[config.mk]
export PLATFORM = sky130hd
export DESIGN_NAME = smq_monitor_qual
export DESIGN_NICKNAME = d
export VERILOG_FILES = /design/src/rtl/smq_pkg.sv /design/src/rtl/smq_tick_gen.sv /design/src/rtl/smq_sync2.sv /design/src/rtl/smq_deglitch.sv /design/src/rtl/smq_monitor_qual.sv
export SDC_FILE = /design/constraint.sdc
export NUM_CORES = 1
export LEC_CHECK = 0
export ABC_AREA = 1
export ABC_CLOCK_PERIOD_IN_PS = 2100
export BUFFER_PORTS_ARGS = -buffer_cell sky130_fd_sc_hd__buf_2
export CORE_MARGIN = 1.5
export CORE_UTILIZATION = 45
export DETAILED_ROUTE_END_ITERATION = 10
export GPL_TIMING_DRIVEN = 0
export PLACE_DENSITY = 0.65
export SYNTH_ARGS = -nofsm -noshare
export SYNTH_HDL_FRONTEND = slang
export SYNTH_SLANG_ARGS = --single-unit
[constraint.sdc]
create_clock -name clk -period 2.1 [get_ports clk]
set_input_delay 0.21 -clock clk [delete_from_list [all_inputs] [get_ports clk]]
set_output_delay 0.21 -clock clk [all_outputs]
set_load 0.02 [all_outputs]
[src/rtl/smq_pkg.sv]
package smq_pkg;
  // Selects which qualified path the host read returns
  typedef enum logic {
    RD_WORD_A = 1'b0,
    RD_WORD_B = 1'b1
  } rd_word_e;
endpackage

[src/rtl/smq_tick_gen.sv]
module smq_tick_gen #(
  parameter int PRESCALE = 250
) (
  input  logic clk,
  input  logic rst_n,
  output logic tick
);
  localparam int PW = (PRESCALE > 1) ? $clog2(PRESCALE) : 1;
  localparam logic [PW-1:0] LAST = PW'(PRESCALE - 1);

  logic [PW-1:0] pre_q, pre_d;

  always_comb begin
    pre_d = (pre_q == LAST) ? '0 : pre_q + 1'b1;
  end

  always_ff @(posedge clk or negedge rst_n) begin
    if (!rst_n) pre_q <= '0;
    else        pre_q <= pre_d;
  end

  assign tick = (pre_q == LAST);
endmodule

[src/rtl/smq_sync2.sv]
module smq_sync2 #(
  parameter int W = 1
) (
  input  logic         clk,
  input  logic         rst_n,
  input  logic [W-1:0] d,
  output logic [W-1:0] q
);
  logic [W-1:0] s1_q, s2_q;

  always_ff @(posedge clk or negedge rst_n) begin
    if (!rst_n) begin
      s1_q <= '0;
      s2_q <= '0;
    end else begin
      s1_q <= d;
      s2_q <= s1_q;
    end
  end

  assign q = s2_q;
endmodule

[src/rtl/smq_deglitch.sv]
module smq_deglitch #(
  parameter int LIMIT = 64
) (
  input  logic clk,
  input  logic rst_n,
  input  logic en,
  input  logic tick,
  input  logic din,
  output logic dout
);
  localparam int CW = $clog2(LIMIT + 1);
  localparam logic [CW-1:0] CMAX = CW'(LIMIT);

  logic          out_q, out_d, out_ce;
  logic [CW-1:0] cnt_q, cnt_d;
  logic          cnt_ce;
  logic          differ;

  always_comb begin
    differ = (din != out_q);
    out_d  = din;
    out_ce = 1'b0;
    cnt_d  = '0;
    cnt_ce = 1'b0;
    if (!en) begin
      out_ce = 1'b1;
      cnt_ce = (cnt_q != '0);
    end else if (!differ) begin
      cnt_ce = (cnt_q != '0);
    end else if (tick) begin
      cnt_ce = 1'b1;
      if (cnt_q == CMAX) begin
        out_ce = 1'b1;
      end else begin
        cnt_d = cnt_q + 1'b1;
      end
    end
  end

  always_ff @(posedge clk or negedge rst_n) begin
    if (!rst_n) begin
      out_q <= 1'b0;
      cnt_q <= '0;
    end else begin
      if (out_ce) out_q <= out_d;
      if (cnt_ce) cnt_q <= cnt_d;
    end
  end

  assign dout = out_q;
endmodule

[src/rtl/smq_monitor_qual.sv]
module smq_monitor_qual #(
  parameter int NUM_CH     = 12,
  parameter int PRESCALE   = 250,
  parameter int FILT_LIMIT = 64
) (
  input  logic              clk,
  input  logic              rst_n,
  input  logic [NUM_CH-1:0] cmp_a_raw,
  input  logic [NUM_CH-1:0] cmp_b_raw,
  input  logic [NUM_CH-1:0] cmp_z_raw,
  input  logic [NUM_CH-1:0] win_sel,
  input  logic [NUM_CH-1:0] zd_sel,
  input  logic [NUM_CH-1:0] filt_en,
  output logic [NUM_CH-1:0] qual_a,
  output logic [NUM_CH-1:0] qual_b,
  input  logic              rd_en,
  input  logic              rd_sel,
  output logic [NUM_CH-1:0] rd_data
);
  import smq_pkg::*;

  logic              tick;
  logic [NUM_CH-1:0] path_a, path_b;
  logic [NUM_CH-1:0] qa, qb;
  logic [NUM_CH-1:0] stat_a_q, stat_b_q;
  logic [NUM_CH-1:0] rd_q, rd_d;

  smq_tick_gen #(.PRESCALE(PRESCALE)) u_tick (
    .clk(clk), .rst_n(rst_n), .tick(tick)
  );

  for (genvar ch = 0; ch < NUM_CH; ch++) begin : g_ch
    logic [2:0] sync_q;
    logic       a_s, b_s, z_s;

    smq_sync2 #(.W(3)) u_sync (
      .clk(clk), .rst_n(rst_n),
      .d({cmp_z_raw[ch], cmp_b_raw[ch], cmp_a_raw[ch]}),
      .q(sync_q)
    );

    assign a_s = sync_q[0];
    assign b_s = sync_q[1];
    assign z_s = sync_q[2];

    // window: above lower threshold (A) and not above upper (B)
    assign path_a[ch] = win_sel[ch] ? (a_s & ~b_s) : a_s;
    assign path_b[ch] = zd_sel[ch]  ? ~z_s        : b_s;

    smq_deglitch #(.LIMIT(FILT_LIMIT)) u_flt_a (
      .clk(clk), .rst_n(rst_n), .en(filt_en[ch]), .tick(tick),
      .din(path_a[ch]), .dout(qa[ch])
    );
    smq_deglitch #(.LIMIT(FILT_LIMIT)) u_flt_b (
      .clk(clk), .rst_n(rst_n), .en(filt_en[ch]), .tick(tick),
      .din(path_b[ch]), .dout(qb[ch])
    );
  end

  always_comb begin
    rd_d = (rd_word_e'(rd_sel) == RD_WORD_B) ? stat_b_q : stat_a_q;
  end

  always_ff @(posedge clk or negedge rst_n) begin
    if (!rst_n) begin
      stat_a_q <= '0;
      stat_b_q <= '0;
      rd_q     <= '0;
    end else begin
      stat_a_q <= qa;
      stat_b_q <= qb;
      if (rd_en) rd_q <= rd_d;
    end
  end

  assign qual_a  = qa;
  assign qual_b  = qb;
  assign rd_data = rd_q;
endmodule

# ---- Word-level counts from Yosys, hierarchy flattened
# Cells that the tools add are included.
dict set report op_classes {
  addsub 25
  eq_ne 49
  muxes 267
  bitwise 36
  n_reduce_logical 24
}
# cell count
set ops {}
lappend ops {{$mux 7} 96}
lappend ops {{$mux 1} 169}
lappend ops {{$add 7x1->7 const B} 24}
lappend ops {{$eq 7x7->1 const B} 24}
lappend ops {{$reduce_bool 7->1} 24}
lappend ops {{$ne 1x1->1} 24}
lappend ops {{$not 1->1} 24}
lappend ops {{$and 1x1->1} 12}
lappend ops {{$mux 12} 1}
lappend ops {{$add 8x1->8 const B} 1}
lappend ops {{$eq 8x8->1 const B} 1}
lappend ops {{$mux 8} 1}
dict set report totals {
  ff_bits 308
  in_bits 76
  output_inout_bits 36
  wordCells 477
}

# ---- Longest topological paths before layout
dict set report logic_depth {
  depth_word 6
  mapped_depth 11
  ltp_nobuf 10
}

# ---- Hierarchy
# A second synthesis with hierarchy kept.
dict set report unflattened {
  hier_cells 1868
  area_unflattened_um2 16089.2
}
# module instances cells_each area_per_inst_um2 seq_area_each_um2
set modules_own_cells {}
lappend modules_own_cells {smq_deglitch 24 66 516.7 200.2}
lappend modules_own_cells {smq_sync2 12 6 150.1 150.1}
lappend modules_own_cells {smq_monitor_qual 1 162 1462.7 900.9}
lappend modules_own_cells {smq_tick_gen 1 50 422.9 200.2}

# ---- Worst setup path before layout
# OpenSTA, ideal clock, no wires.
dict set report synth_path {
  path_type {reg-to-reg}
  from {register u_tick.pre_q[1]}
  to {register g_ch[9].u_flt_b.out_q}
  setup_ps 113
  t_arrival_ps 1407
  required_ps 1987
  path_slack_ps 580
  path_stages_with_launch 12
  n_path_buf 2
  period_less_slack_ps 1520
  path_cell_list {dfrtp_1 -> inv_1 -> ha_1 -> nand3_1 -> nor2_2 -> buf_2 -> buf_2 -> nand2_1 -> nand2_1 -> nand2_1 -> nand2_1 -> inv_1}
}
dict set report synth_between {
  elab_chain_len 4
}
# item line_no
set synth_lines {}
lappend synth_lines {{start: declaration} smq_tick_gen.sv:11} ;# logic [PW-1:0] pre_q, pre_d;
lappend synth_lines {{start signal: assignment} smq_tick_gen.sv:19} ;# else pre_q <= pre_d;
lappend synth_lines {{$eq 8x8->1} smq_tick_gen.sv:22} ;# assign tick = (pre_q == LAST);
lappend synth_lines {{$mux 1} smq_deglitch.sv:30} ;# end else if (tick) begin
lappend synth_lines {{$mux 1} smq_deglitch.sv:28} ;# end else if (!differ) begin
lappend synth_lines {{$mux 1} smq_deglitch.sv:25} ;# if (!en) begin
lappend synth_lines {{end signal: assignment} smq_deglitch.sv:45} ;# if (out_ce) out_q <= out_d;
lappend synth_lines {{end: declaration} smq_deglitch.sv:14} ;# logic out_q, out_d, out_ce;
# No other way between the ends.
# A chain may end at the register's enable or synchronous reset.

# ---- Final worst setup path
dict set report layout_path {
  from {register u_tick.pre_q[1]}
  to {register g_ch[2].u_flt_b.out_q}
}
dict set report layout_between {
  elab_chain_len 4
}
# item line_no
set layout_lines {}
lappend layout_lines {{$eq 8x8->1} smq_tick_gen.sv:22}
lappend layout_lines {{$mux 1} smq_deglitch.sv:30}
lappend layout_lines {{$mux 1} smq_deglitch.sv:28}
lappend layout_lines {{$mux 1} smq_deglitch.sv:25}
lappend layout_lines {{end signal: assignment} smq_deglitch.sv:45}
lappend layout_lines {{end: declaration} smq_deglitch.sv:14}
# No other way between the ends.

==> impl_metrics.tcl <==
set metrics [dict create \
    synth_top_area_share_pct 46.6 \
    grt_pass1_wl_um 65000 \
    post_cts_buffers 0 \
    p_leak_nw 10.5 \
    fin_util_pct 53.5 \
    clk_pin_slew_ps 50 \
    start_util_pct 45.4 \
    die-area_sq_um 38000 \
    cts_buffers 38 \
    synth_top_area_cell "dfrtp_1" \
    syn_area_per_cell_sq_um 7.53 \
    h-tree-depth 2 \
    power_density_nw_per_um2 714 \
    async_flop_share_pct 100 \
    synth_flop_cell "dfrtp_1" \
    num_vias 14600 \
    synth_edf_count 0 \
    endpoint_kind "register" \
    detailedRoute.firstPassIterationCount 5 \
    n_antenna_cell 0 \
    ios 112 \
    port_buffers 101 \
    drv_cap 0 \
    ys_ff_latch 308 \
    die_w_um 195 \
    ys_types 26 \
    grt_usage_pct 20.9 \
    finalInstanceArea_sq_um 19500 \
    antenna_found_initial 0 \
    area_growth_pct 17.7 \
    grt_max_degree 102 \
    synth_common_cells "nand2_1 (675), nand3_1 (445), inv_1 (334)" \
    grt_setup_unrepaired "no" \
    crit_fanout 10 \
    drv_slew 0 \
    crit_required_ps 2540 \
    viasPerCell 5.07 \
    critPathMaxStageDelay_ps 400 \
    vdd_drop_max_v 0.000555 \
    synth_area_leaders "dfrtp_1 (47%), nand2_1 (15%), nand3_1 (13%)" \
    cp-start-kind "register" \
    cp_cell_sequence "inv_1, ha_1, nand3_1, nor2_2, buf_4, buf_4, nand2_1, nand2_1, nand2_1, nand2_1, inv_1" \
    gp_congestion 0.866 \
    yosysMostFrequentCell "nand2_1" \
    die_height_um 195 \
    hold_class "in -> reg" \
    yosysSeqAreaShare_pct 46.6 \
    finalHoldViolations 0 \
    tightest_slew_ps 1070 \
    rows 70 \
    drt-initial-drc-count 885 \
    clock_sinks 308 \
    fin_crit_sh_pct 91.8 \
    cts_tree "yes" \
    status "complete, no violations" \
    place_area_sq_um 17700 \
    final_antenna_net_count 0 \
    skew_ps 23.8 \
    drc 0 \
    cp.arrival_ps 2360 \
    drive_above_1_share_pct 9.70 \
    layout.nets 2512 \
    grt_overflow 0 \
    dp_hpwl_um 26700 \
    slew_headroom_pct 28.6 \
    max_freq_mhz 519 \
    core_sq_um 36400 \
    syn_nets 2325 \
    dpl.cell_count 2771 \
    worst_path_most_repeated_cell "nand2_1" \
    fin_cells 2881 \
    yosysWarnings 0 \
    fin_crit_ps 1930 \
    wire_per_inst_um 13.6 \
    cts.path.max_buffers 3 \
    grt_pass1_vias 13800 \
    setup_viol 0 \
    syn-cell-area_sq_um 16600 \
    netlist_instances 2199 \
    cp_slowest_cell "dfrtp_1" \
    path_class "reg -> reg" \
    clock-root-buffer "clkbuf_16" \
    wirelength_um 39200 \
    clkLatencyLatePin_ps 560 \
]
[cells by family (layout without fill, tap and decap cells)]
group | Yosys count | count (layout) | share of synthesized area (%)
buf+inv | 388 | 602 | 9.52
compound gates | 46 | 46 | 1.84
simple gates | 1351 | 1351 | 35.3
flops | 308 | 308 | 46.6
xor+xnor | 56 | 56 | 2.96
fa+ha+maj | 50 | 50 | 3.78
[stage by stage]
stage	hold slack, ps	power, mW	setup slack [ps]	TNS, ps
2_1_floorplan	-85.6	6.86	580	0
3_3_place_gp	318	7.27	-5200	-1592050
3_5_place_dp	207	7.31	-270	-4110
4_1_cts	3.75	14.1	14.5	0
5_1_grt	50.5	14.5	18.4	0
6_report	40.1	13.9	172	0
[cell usage in the layout (no fill, tap or decap), drive strengths merged, types with 6 or more instances in the layout]
master       count
nand2          675
nand3          445
inv            337
dfrtp          308
nor2           173
buf            139
clkbuf          69
ha              50
nand4           47
xor2            46
dlygate4sd3     44
a31oi           14
o21bai          12
o21ai           10
xnor2           10
clkinv           9
nand3b           6
[routing by layer]
metal	GRT usage, %	part of all wire [%]	vias up	routed length [um]
met4	8.38	2.9	0	1150
li1	-	-	7302	-
met5	0	0	-	0
met3	3.26	5.4	76	2120
met2	33.7	45	344	17600
met1	28.4	47	6887	18300
[critical path, delay by kind of cell (launching register included)]
family,cells,cell delay (ps)
flops,1,400
buf+inv,4,700
simple gates,6,580
fa+ha+maj,1,130
[power breakdown]
part / total, mW / switching, mW / internal (mW)
clock network: 6.67 / 2.57 / 4.09
registers: 6.27 / 0.136 / 6.13
logic: 0.983 / 0.608 / 0.375
[final cells by class]
class	instances	area (sq um)
inverter	337	1260
clock inverter	13	169
fill	3454	17000
tap	468	586
multi-input combinational	1503	7270
sequential	308	7710
clock buffer	54	1120
timing repair buffer	148	1040
buffer	50	322
[worst paths after layout]
| path | startpoint | to | slack, ps | depth (start not counted) |
|---|---|---|---|---|
| min in group asynchronous | rst_n | g_ch[9].u_sync.s1_q[2] | 200 | 2 |
| min reg2reg | g_ch[7].u_sync.s1_q[1] | g_ch[7].u_sync.q[1] | 340 | 0 |
| max in group asynchronous | rst_n | g_ch[8].u_sync.s1_q[1] | 780 | 4 |
| max reg2reg | u_tick.pre_q[1] | g_ch[2].u_flt_b.dout | 170 | 11 |
| min | win_sel[0] | g_ch[0].u_flt_a.dout | 40 | 6 |
| max | u_tick.pre_q[1] | g_ch[2].u_flt_b.dout | 170 | 11 |
[sequential cells by signal, summed over array words and instances, names as in the netlist]
name                cells
g_ch.u_flt_a.cnt_q     84
g_ch.u_sync.s1_q       36
g_ch.u_flt_b.dout      12
g_ch.u_flt_a.dout      12
g_ch.u_flt_b.cnt_q     84
g_ch.u_sync.q          36
u_tick.pre_q            8
stat_b_q               12
rd_data                12
stat_a_q               12
[what timing repair did]
item | in CTS | in global routing
pin swaps | 0 | 1
resized for setup | 3 | 5
hold buffers | 44 | 0
setup endpoints to repair | 30 | 58
hold endpoints to repair | 113 | 0
Power figures use the tool's default switching activity.
